File: config.mk
export PLATFORM = sky130hd
export DESIGN_NAME = pin_irq_unit
export DESIGN_NICKNAME = d
export VERILOG_FILES = /design/src/rtl/pin_irq_pkg.sv /design/src/rtl/pin_sync.sv /design/src/rtl/pc_detect.sv /design/src/rtl/ext_sense.sv /design/src/rtl/startup_ctrl.sv /design/src/rtl/pin_irq_unit.sv
export SDC_FILE = /design/constraint.sdc
export NUM_CORES = 1
export LEC_CHECK = 0
export ABC_AREA = 1
export BUFFER_PORTS_ARGS = -buffer_cell sky130_fd_sc_hd__buf_2
export CAP_MARGIN = 40
export CORE_ASPECT_RATIO = 1.75
export CORE_MARGIN = 8
export CORE_UTILIZATION = 35
export CTS_CLUSTER_SIZE = 30
export DETAILED_ROUTE_END_ITERATION = 12
export SETUP_SLACK_MARGIN = 0.5
export SYNTH_ARGS = -nofsm -noshare
export SYNTH_HDL_FRONTEND = slang
export SYNTH_SLANG_ARGS = --single-unit
export TNS_END_PERCENT = 5
File: constraint.sdc
create_clock -name clk -period 1.56 [get_ports clk]
set_clock_uncertainty 0.05 [all_clocks]
set_input_delay 0.312 -clock clk [delete_from_list [all_inputs] [get_ports clk]]
set_output_delay 0.312 -clock clk [all_outputs]
set_load 0.02 [all_outputs]
File: src/rtl/pin_irq_pkg.sv
package pin_irq_pkg;

  typedef enum logic [1:0] {
    SENSE_LOW  = 2'b00,
    SENSE_ANY  = 2'b01,
    SENSE_FALL = 2'b10,
    SENSE_RISE = 2'b11
  } sense_t;

  typedef enum logic [1:0] {
    PWR_RUN   = 2'b00,
    PWR_SLEEP = 2'b01,
    PWR_WARM  = 2'b10
  } pwr_t;

  // Edge decode for the clocked sense modes; level mode never yields an edge.
  function automatic logic edge_hit(input sense_t s, input logic prev, input logic cur);
    case (s)
      SENSE_ANY:  edge_hit = prev ^ cur;
      SENSE_FALL: edge_hit = prev & ~cur;
      SENSE_RISE: edge_hit = ~prev & cur;
      default:    edge_hit = 1'b0;
    endcase
  endfunction

  // Toggle vector restricted to unmasked pins.
  function automatic logic [31:0] masked_toggle(input logic [31:0] prev,
                                                input logic [31:0] cur,
                                                input logic [31:0] mask);
    masked_toggle = (prev ^ cur) & mask;
  endfunction

endpackage

File: src/rtl/pin_sync.sv
module pin_sync #(
  parameter int unsigned W = 1,
  parameter logic [W-1:0] RST_VAL = '0
) (
  input  logic         clk,
  input  logic         rst_n,
  input  logic [W-1:0] d,
  output logic [W-1:0] q
);
  logic [W-1:0] meta;

  always_ff @(posedge clk or negedge rst_n) begin
    if (!rst_n) begin
      meta <= RST_VAL;
      q    <= RST_VAL;
    end else begin
      meta <= d;
      q    <= meta;
    end
  end
endmodule

File: src/rtl/pc_detect.sv
module pc_detect
  import pin_irq_pkg::*;
#(
  parameter int unsigned N = 6
) (
  input  logic         clk,
  input  logic         rst_n,
  input  logic [N-1:0] pins_s,
  input  logic [N-1:0] mask,
  input  logic         clr,
  output logic [N-1:0] toggle,
  output logic         flag
);
  logic [N-1:0] prev;

  assign toggle = N'(masked_toggle(32'(prev), 32'(pins_s), 32'(mask)));

  always_ff @(posedge clk or negedge rst_n) begin
    if (!rst_n) begin
      prev <= '0;
      flag <= 1'b0;
    end else begin
      prev <= pins_s;
      if (|toggle)  flag <= 1'b1;
      else if (clr) flag <= 1'b0;
    end
  end

  assert_flag_sticky_R6: assert property (@(posedge clk) disable iff (!rst_n)
    flag && !clr |=> flag);
  assert_no_spurious_R1: assert property (@(posedge clk) disable iff (!rst_n)
    !flag && !(|toggle) |=> !flag);
endmodule

File: src/rtl/ext_sense.sv
module ext_sense
  import pin_irq_pkg::*;
(
  input  logic   clk,
  input  logic   rst_n,
  input  logic   pin_s,
  input  sense_t sense,
  input  logic   io_on,
  input  logic   clr,
  output logic   hit,
  output logic   flag
);
  logic prev;

  // prev follows every system clock, so edges seen while the I/O clock is off are dropped
  assign hit = io_on & edge_hit(sense, prev, pin_s);

  always_ff @(posedge clk or negedge rst_n) begin
    if (!rst_n) begin
      prev <= 1'b1;
      flag <= 1'b0;
    end else begin
      prev <= pin_s;
      if (hit)      flag <= 1'b1;
      else if (clr) flag <= 1'b0;
    end
  end

  assert_edge_gated_R4: assert property (@(posedge clk) disable iff (!rst_n)
    !io_on && !flag |=> !flag);
  assert_level_no_flag_R5: assert property (@(posedge clk) disable iff (!rst_n)
    sense == SENSE_LOW && !flag |=> !flag);
endmodule

File: src/rtl/startup_ctrl.sv
module startup_ctrl
  import pin_irq_pkg::*;
#(
  parameter int unsigned STARTUP_CYC = 16
) (
  input  logic clk,
  input  logic rst_n,
  input  logic pd_enter,
  input  logic wake_cond,
  output pwr_t state,
  output logic wake,
  output logic term
);
  localparam int unsigned CW = $clog2(STARTUP_CYC + 1);
  localparam logic [CW-1:0] LAST = CW'(STARTUP_CYC - 1);

  logic [CW-1:0] cnt;

  assign wake = (state == PWR_SLEEP) & wake_cond;
  assign term = (state == PWR_WARM) & (cnt == LAST);

  always_ff @(posedge clk or negedge rst_n) begin
    if (!rst_n) begin
      state <= PWR_RUN;
      cnt   <= '0;
    end else begin
      case (state)
        PWR_RUN:   if (pd_enter) state <= PWR_SLEEP;
        PWR_SLEEP: if (wake) begin
                     state <= PWR_WARM;
                     cnt   <= '0;
                   end
        PWR_WARM:  if (term) state <= PWR_RUN;
                   else      cnt   <= cnt + 1'b1;
        default:   state <= PWR_RUN;
      endcase
    end
  end

  assert_cnt_bound_R8: assert property (@(posedge clk) disable iff (!rst_n)
    state == PWR_WARM |-> cnt <= LAST);
  assert_warm_exit_R8: assert property (@(posedge clk) disable iff (!rst_n)
    term |=> state == PWR_RUN);
endmodule

File: src/rtl/pin_irq_unit.sv
module pin_irq_unit
  import pin_irq_pkg::*;
#(
  parameter int unsigned N_PC        = 6,
  parameter int unsigned STARTUP_CYC = 16
) (
  input  logic            clk,
  input  logic            rst_n,
  input  logic            io_clk_en_i,
  input  logic            pd_enter_i,
  input  logic [N_PC-1:0] pc_pins_i,
  input  logic [N_PC-1:0] pc_mask_i,
  input  logic            pc_en_i,
  input  logic            pc_ack_i,
  input  logic            pc_w1c_i,
  input  logic            ext_pin_i,
  input  logic [1:0]      ext_sense_i,
  input  logic            ext_en_i,
  input  logic            ext_ack_i,
  input  logic            ext_w1c_i,
  output logic            pc_irq_o,
  output logic            ext_irq_o,
  output logic            pc_flag_o,
  output logic            ext_flag_o,
  output logic            wake_o,
  output logic            ready_o
);
  sense_t          sense;
  pwr_t            state;
  logic [N_PC-1:0] pc_s, pc_toggle;
  logic            ext_s, ext_hit, io_on, running, level_low, wake_cond, term;

  assign sense = sense_t'(ext_sense_i);

  pin_sync #(.W(N_PC), .RST_VAL('0)) u_pc_sync (
    .clk(clk), .rst_n(rst_n), .d(pc_pins_i), .q(pc_s));
  pin_sync #(.W(1), .RST_VAL(1'b1)) u_ext_sync (
    .clk(clk), .rst_n(rst_n), .d(ext_pin_i), .q(ext_s));

  pc_detect #(.N(N_PC)) u_pc (
    .clk(clk), .rst_n(rst_n), .pins_s(pc_s), .mask(pc_mask_i),
    .clr(pc_ack_i | pc_w1c_i), .toggle(pc_toggle), .flag(pc_flag_o));

  ext_sense u_ext (
    .clk(clk), .rst_n(rst_n), .pin_s(ext_s), .sense(sense), .io_on(io_on),
    .clr(ext_ack_i | ext_w1c_i), .hit(ext_hit), .flag(ext_flag_o));

  startup_ctrl #(.STARTUP_CYC(STARTUP_CYC)) u_pwr (
    .clk(clk), .rst_n(rst_n), .pd_enter(pd_enter_i), .wake_cond(wake_cond),
    .state(state), .wake(wake_o), .term(term));

  // The I/O clock is stopped in power-down and during start-up.
  assign running   = (state == PWR_RUN);
  assign io_on     = io_clk_en_i & running;
  assign level_low = ext_en_i & (sense == SENSE_LOW) & ~ext_s;
  assign wake_cond = (pc_flag_o & pc_en_i) | level_low;
  assign ready_o   = running;

  // Level requests are not latched: once running, the request is the live pin.
  assign pc_irq_o  = running & pc_en_i & pc_flag_o;
  assign ext_irq_o = running & ext_en_i &
                     ((sense == SENSE_LOW) ? ~ext_s : ext_flag_o);

  assert_quiet_asleep_R8: assert property (@(posedge clk) disable iff (!rst_n)
    !ready_o |-> !pc_irq_o && !ext_irq_o);
  assert_wake_only_asleep_R7: assert property (@(posedge clk) disable iff (!rst_n)
    wake_o |-> state == PWR_SLEEP);
  assert_level_unlatched_R5: assert property (@(posedge clk) disable iff (!rst_n)
    sense == SENSE_LOW && ext_s |-> !ext_irq_o);
  assert_term_single_R9: assert property (@(posedge clk) disable iff (!rst_n)
    term |=> !term);
  assert_hit_needs_io_R4: assert property (@(posedge clk) disable iff (!rst_n)
    ext_hit |-> io_clk_en_i);
endmodule

### Word-level counts from Yosys, hierarchy flattened

Cells that the tools add are included.

* register bits: 30
* logic and storage cells: 63
* memories: 0
* bits in writable memories: 0
* bits in latches: 0
* bits in read-only memories: 0
* output and inout bits: 6

* div/mod/pow operators: 0
* add/subtract/negate cells: 1
* reduce and logical (&&, ||, !) cells: 8
* magnitude comparators: 0
* bitwise gates (word level): 21
* shift-type cells: 0
* multipliers: 0
* eq/ne operators: 10
* mux-type cells: 13

Operator list (number)
* 1-bit AND: 13
* 5-bit two-way mux: 2
* 5-bit one-hot mux with 2 select lines: 1
* 2-bit != test, second input constant: 4
* 6-bit AND: 1
* 2-bit == test, second input constant: 3
* 2-bit two-way mux: 3
* 2-bit one-hot mux with 3 select lines: 1
* 3-bit AND reduction: 2
* 2-bit nonzero test: 3
* 6-bit OR reduction: 1
* 6-bit XOR: 1
* 5-bit by 1-bit adder with 5-bit output, second input constant: 1
* 5-bit by 4-bit == test with 1-bit output, second input constant: 1
* 1-bit two-way mux: 5
* 2-bit by 1-bit == test with 1-bit output, second input constant: 2
* 2-bit logical NOT: 2
* 1-bit bitwise OR: 3
* 1-bit one-hot mux with 3 select lines: 1
* 1-bit NOT: 2
* 1-bit XOR: 1

### Longest topological paths before layout

Gate-level depths: netlist of the first run.

* depth in word-level cells: 7
* gate-level depth with buffers: 9
* gate-level depth less buffers: 9

### Modules after synthesis

Synthesis of the first run repeated with hierarchy kept, for this count alone.

* cells, all modules: 144
* area total of the unflattened synthesis: 1317.5 sq um

Modules (own cells, without submodules)
* startup_ctrl: seq. area each 175.2 sq um, area an instance 367.9 sq um, times used 1, cells each 45
* pc_detect: seq. area each 175.2 sq um, area an instance 361.6 sq um, times used 1, cells each 49
* pin_sync (u_pc_sync): seq. area each 300.3 sq um, area an instance 300.3 sq um, times used 1, cells each 12
* ext_sense: seq. area each 51.3 sq um, area an instance 150.1 sq um, times used 1, cells each 19
* pin_irq_unit: seq. area each 0.0 sq um, area an instance 85.1 sq um, times used 1, cells each 17
* pin_sync (u_ext_sync): seq. area each 52.6 sq um, area an instance 52.6 sq um, times used 1, cells each 2

### Worst setup path before layout of the first run

OpenSTA, ideal clock, no wires.

* kind: register to output
* start: reg u_pwr.state[0]
* end: out ext_irq_o
* slack: -0.110 ns
* stages on the path, launching flop included: 5
* required time: 1.198 ns
* data arrival time: 1.308 ns
* path through: dfrtp_1 -> inv_1 -> ha_1 -> o211ai_1 -> a21oi_1

* cells in the longest elaborated chain, start to end: 3

Ends and longest elaborated chain
* from (decl): RTL line startup_ctrl.sv:10 `output pwr_t state,`
* from (signal assigned): RTL line startup_ctrl.sv:24 `state <= PWR_RUN;`
* from (signal assigned): RTL line startup_ctrl.sv:28 `PWR_RUN: if (pd_enter) state <= PWR_SLEEP;`
* from (signal assigned): RTL line startup_ctrl.sv:30 `state <= PWR_WARM;`
* 2-bit logical NOT: RTL line pin_irq_unit.sv:53 `assign running = (state == PWR_RUN);`
* net ready_o: RTL line pin_irq_unit.sv:26 `output logic ready_o`
* 1-bit AND (2 in series): RTL line pin_irq_unit.sv:61 `assign ext_irq_o = running & ext_en_i &`
* to (decl): RTL line pin_irq_unit.sv:22 `output logic ext_irq_o,`

The timed path passes the listed nets, and every way through them passes these cells.

### Worst setup path in the final report of the first run

* start: reg u_pwr.state[0]
* end: out ext_irq_o

* cells in the longest elaborated chain, start to end: 3

Ends and longest elaborated chain (RTL line)
* 2-bit logical NOT: pin_irq_unit.sv:53
* 1-bit AND (2 in series): pin_irq_unit.sv:61

No other way between the ends.

==> impl_metrics.ini, run 1 <==
[worst_setup_path]
reg2reg_depth = 8
crit_path_end_kind = output pin
crit_chain = inv_2, ha_4, o211ai_1, a21oi_2, buf_6
cp_num_buf_inv = 2
slowest_delay_ps = 440
start_kind = flop
critPathKind = reg -> out
crit_arrival_ps = 1310
cp_max_fo = 5
path_depth = 5
cp.required_ps = 1200
path_delay_family = flip-flops
cpMaxStageDelayCell = dfrtp_2

[timing]
setup_ws_ps = -113.1
clock.fmax_ghz = 0.5977
holdWs_ps = 5.184
tns_ps = -233.1
final_hold_viol_count = 0
fin_crit_ps = 1673
grt_setup_unrepaired = true
max_slew_margin_pct = 56.69
worst_pin_slew_ps = 649.7
slew_violations = 0
fin_crit_sh_pct = 107.3
setup_viol = 3

[floorplanning]
ios = 31
core_mm2 = 0.003628
rows = 29
die-area_mm2 = 0.006102
die_x_um = 62.58
start_util_pct = 36.62
die_h_um = 97.51

[place]
dp_hpwl_mm = 2.020
globalplace.congestion = 0.7325
place_area_mm2 = 0.001564
portBuffers = 30
dp.cells = 211

[synthesis]
synthCells = 135
synthesis.area_per_instance_um2 = 9.843
syn-num-nets = 169
ys_ff_latch = 30
yosysUniqueCellTypes = 21
ys_seq_area_share_pct = 56.78
yosysTopAreaCellShare_pct = 50.85
netlist_area_mm2 = 0.001329
synth_warnings = 0
synth.area.top_cells = dfrtp_1 51%, nand2_1 9.9%, ha_1 8.5%
synth_top_area_cell = dfrtp_1

[power]
irDropWorstVdd_mv = 0.7868
cellLeakagePower_uw = 0.0008814
powerDensity_mw_per_mm2 = 1373

[final_layout]
area_delta_synth_final_pct = 33.24
nets = 210
fin_cells = 223
final_core_utilization_pct = 48.79
n_fill_cell = 357
fin_area_mm2 = 0.001770
antenna_cells = 0
drive_gt1_share_pct = 43.50

[grt]
grt_start_max_net_pins = 31
grt_pass1_vias = 1204
grt_antenna_before_repair = 0
overflow = 0
track_usage_pct = 9.951
grt_pass1_wl_mm = 4.940

[route]
first_pass_iters = 4
drt_iter0_drc = 27
drt-total-wl_mm = 2.774
wl_per_cell_um = 12.44
ant_nets = 0
vias = 1026
viasPerCell = 4.601
drc = 0

[min_path]
min_path_type = in -> async

[cts]
cts_max_path_buffers = 2
cts_hold_buf = 0
cts-root-buf = clkbuf_8
cts_sinks = 30
numCtsBuffers = 5
clk_pin_slew_ps = 70
cts_tree = yes
htree_levels = 2
clkLatencyLatePin_ps = 280

[status]
status = finished, violations left
violations = setup timing

[job]
drv_cap = 0
[path summary, 6_finish.rpt]
path                                                   from                          end  slack, ps
worst max-delay path             u_pwr.state[0]$_DFFE_PN0P_                    ext_irq_o       -110
worst min-delay path                                  rst_n  u_pc_sync.meta[3]$_DFF_PN0_          5
worst max register to register     u_pwr.cnt[1]$_DFFE_PN0P_     u_pwr.cnt[4]$_DFFE_PN0P_         30
worst min register to register  u_pc_sync.meta[2]$_DFF_PN0_     u_pc_sync.q[2]$_DFF_PN0_        300
max in group asynchronous                             rst_n   u_pwr.state[0]$_DFFE_PN0P_        990
min in group clk                                  ext_pin_i    u_ext_sync.meta$_DFF_PN1_         80
[cell families after synthesis]
kind of cell | share of synthesized area (%)
and+or+nand+nor | 24.20
AOI/OAI and AO/OA | 6.027
adders and majority gates | 8.475
buffers and inverters | 4.519
DFF | 56.78
[cells in the final DEF, fill, tap and decap left out, drive strengths merged]
master / count
dfrtp: 27
a21oi: 4
nand3b: 2
nor2: 11
dfstp: 3
ha: 9
nand2: 38
o211ai: 1
o21ai: 3
clkinvlp: 1
or2: 4
buf: 34
inv: 16
clkbuf: 6
a21boi: 2
clkinv: 1
nand3: 14
o21a: 1
[metal layers]
layer	up-vias	GRT usage [%]	wire length [um]
met5	-	0	0
met4	0	5.124	63
met3	7	5.312	225
met2	30	17.95	1474
met1	486	8.499	1010
li1	503	-	-
[synth_stat cells]
library cell / number
a21boi_0: 1
a21boi_4: 1
a21oi_1: 4
dfrtp_1: 27
dfstp_2: 3
ha_1: 9
inv_1: 15
inv_2: 1
nand2_1: 35
nand2_2: 2
nand2_4: 1
nand3_1: 13
nand3_4: 1
nand3b_1: 2
nor2_1: 10
nor2_2: 1
o211ai_1: 1
o21a_1: 1
o21ai_0: 2
o21ai_2: 1
or2_2: 4
[power breakdown]
group / switching (uW) / internal, uW
registers: 70.8 / 862
logic: 464 / 389
clock network: 290 / 354
total: 825 / 1600
[area by class of cell]
cell class                 instances  area (um2)  area share (%)
tap                               46       57.56           3.251
inverter                          16       60.06           3.392
multi-input combinational         89       604.3           34.13
clock buffer                       6       82.58           4.664
timing repair buffer              34       197.7           11.17
sequential                        30       755.7           42.69
clock inverter                     2       12.51          0.7067
[repair_timing]
item,4_1_cts,5_1_grt
pin swaps,21,7
gates resized for setup,20,4
setup buffers,2,2
endpoints found under the setup margin,15,15
gates cloned,0,0
[state kept, by name, summed over array words and instances, names as in the netlist]
signal and count:
u_ext_sync.q 1, u_pc.flag 1, u_pwr.cnt 5, u_ext_sync.meta 1, u_ext.flag 1, u_ext.prev 1
u_pwr.state 2, u_pc_sync.meta 6, u_pc_sync.q 6, u_pc.prev 6
[stage by stage]
stage	worst slack [ps]	power, uW
final	-113.1	2430
after global routing	-190.6	2604
after CTS	-135.2	2394
after detailed placement	49.08	1644
after global placement	117.1	1609
after floorplan	159.7	1461
Note: power is estimated with default switching activity, not from simulation.
==> run 2, diff against run 1 <==
- HOLD_SLACK_MARGIN: unset -> 0.12
==> run 2 against run 1 <==
Via count increased by 2.5%. Count of clock-buffer cells in the layout unchanged. Power increased by 0.53%. Sequential share of layout area decreased by 1.6 points. Clock power about the same. The flow still finishes with violations (setup timing). Worst setup slack about the same. Sequential power about the same. Non-clock buffer count increased by 7. Register-to-register slack about the same. Critical path depth unchanged. First-iteration DRC count decreased by 15%. Global-route usage about the same.
==> impl_metrics.ini, run 2 (synthesis gave the netlist of run 1 again) <==
[timing]
fin_crit_ps = 1673
final_hold_viol_count = 0
max_slew_margin_pct = 56.68
grt_setup_unrepaired = true
slew_violations = 0
clock.fmax_ghz = 0.5979
setup_viol = 3
setup_ws_ps = -112.7
tns_ps = -232.1
worst_pin_slew_ps = 649.8
fin_crit_sh_pct = 107.2

[floorplanning]
ios = 31
core_mm2 = 0.003628
start_util_pct = 36.62
die-area_mm2 = 0.006102
rows = 29
die_x_um = 62.58
die_h_um = 97.51

[grt]
grt_pass1_vias = 1235
overflow = 0
grt_antenna_before_repair = 0
track_usage_pct = 9.998
grt_pass1_wl_mm = 4.988
grt_start_max_net_pins = 31

[power]
switching_power_uw = 827.0
swShare_pct = 33.85
p_int_uw = 1616
p_comb_share_pct = 35.4
powerDensity_mw_per_mm2 = 1327
power_frac_seq_pct = 38.2
clock_power_share_pct = 26.4
cellLeakagePower_uw = 0.0009106
irDropWorstVdd_mv = 0.7868

[place]
dp.cells = 211
place_area_mm2 = 0.001564
globalplace.congestion = 0.7325
place_ws_ps = 49.08
portBuffers = 30
dp_hpwl_mm = 2.020

[worst_setup_path]
critPathKind = reg -> out
r2r_setup_slack_ps = 30
crit_arrival_ps = 1310
cp.required_ps = 1200
r2r_end = u_pwr.cnt[4]$_DFFE_PN0P_
r2r_start = u_pwr.cnt[1]$_DFFE_PN0P_
start_kind = flop
crit_path_end_kind = output pin
reg2reg_depth = 8
cp_max_fo = 5

[final_layout]
final_cell_mix = 34 x nand2_1, 26 x buf_2, 26 x dfrtp_1
final_core_utilization_pct = 50.72
antenna_cells = 0
fin_cells = 230
drive_gt1_share_pct = 41.85
nets = 217
final_common_cell = nand2_1
area_delta_synth_final_pct = 38.51
reg.largest.list = u_pc.prev: 6 flops, u_pc_sync.meta: 6 flops, u_pc_sync.q: 6 flops
fin_area_mm2 = 0.001841
n_fill_cell = 351

[route]
first_pass_iters = 4
drc = 0
ant_nets = 0
wl_per_cell_um = 12.13
vias = 1052
viasPerCell = 4.574
drt_iter0_drc = 23
drt-total-wl_mm = 2.790

[cts]
clk_pin_slew_ps = 70
htree_levels = 2
clkLatencyLatePin_ps = 280
cts-root-buf = clkbuf_8
cts_max_path_buffers = 2
numCtsBuffers = 5
cts_hold_buf = 7
cts_sinks = 30
cts_tree = yes

[status]
violations = setup timing
status = finished, violations left

[job]
drv_cap = 0

[min_path]
min_path_type = in -> async
run 2: layout make-up:
type                            instances  area, um2  area share, %
Clock inverter                          2      12.51         0.6798
Timing Repair Buffer                   41      267.8          14.55
Inverter                               16      60.06          3.263
Clock buffer                            6      82.58          4.487
Multi-Input combinational cell         89      604.3          32.83
Tap cell                               46      57.56          3.127
Sequential cell                        30      755.7          41.06
run 2: how the worst max path moves through the flow:
| stage | slack, ps | start | end | depth (start not counted) |
|---|---|---|---|---|
| finish | -110 | u_pwr.state[0]$_DFFE_PN0P_ | ext_irq_o | 5 |
| global placement | 120 | u_pwr.cnt[0]$_DFFE_PN0P_ | u_pwr.cnt[3]$_DFFE_PN0P_ | 8 |
| floorplan | 160 | u_pwr.cnt[0]$_DFFE_PN0P_ | u_pwr.cnt[3]$_DFFE_PN0P_ | 8 |
| global route | -190 | u_pwr.state[0]$_DFFE_PN0P_ | ext_irq_o | 5 |
| detailed placement | 50 | u_pwr.cnt[0]$_DFFE_PN0P_ | u_pwr.cnt[2]$_DFFE_PN0P_ | 8 |
| CTS | -140 | u_pwr.state[0]$_DFFE_PN0P_ | ext_irq_o | 5 |
run 2: layer usage:
layer  global-route usage [%]  vias up  routed length, um
li1                         -      517                  -
met1                    8.636      498               1028
met2                    18.03       30               1479
met3                    5.196        7                218
met4                    5.124        0                 63
met5                        0        -                  0
run 2: power groups by stage:
stage | Sequential, uW | Clock, uW | Combinational [uW]
global route | 944 | 709 | 965
floorplan | 932 | 0 | 530
detailed placement | 945 | 0 | 699
finish | 933 | 644 | 866
global placement | 934 | 0 | 675
CTS | 929 | 672 | 807
run 2: per-stage QoR:
stage,power [uW],hold slack (ps)
6_report,2443,5.101
5_1_grt,2618,53.01
4_1_cts,2407,27.83
3_5_place_dp,1644,284.7
3_3_place_gp,1609,284.2
2_1_floorplan,1461,-33.59
run 2: what timing repair did:
item,CTS,global route
endpoints found under the hold margin,34,27
resized for setup,20,4
endpoints found under the setup margin,15,15
buffers inserted,2,2
pin swaps,21,7
run 2: worst max-delay path, cell delays in order (launching register included):
cell and delay [ps]:
dfrtp_2 440, inv_2 80, ha_4 150, o211ai_1 100, a21oi_2 130, buf_6 130
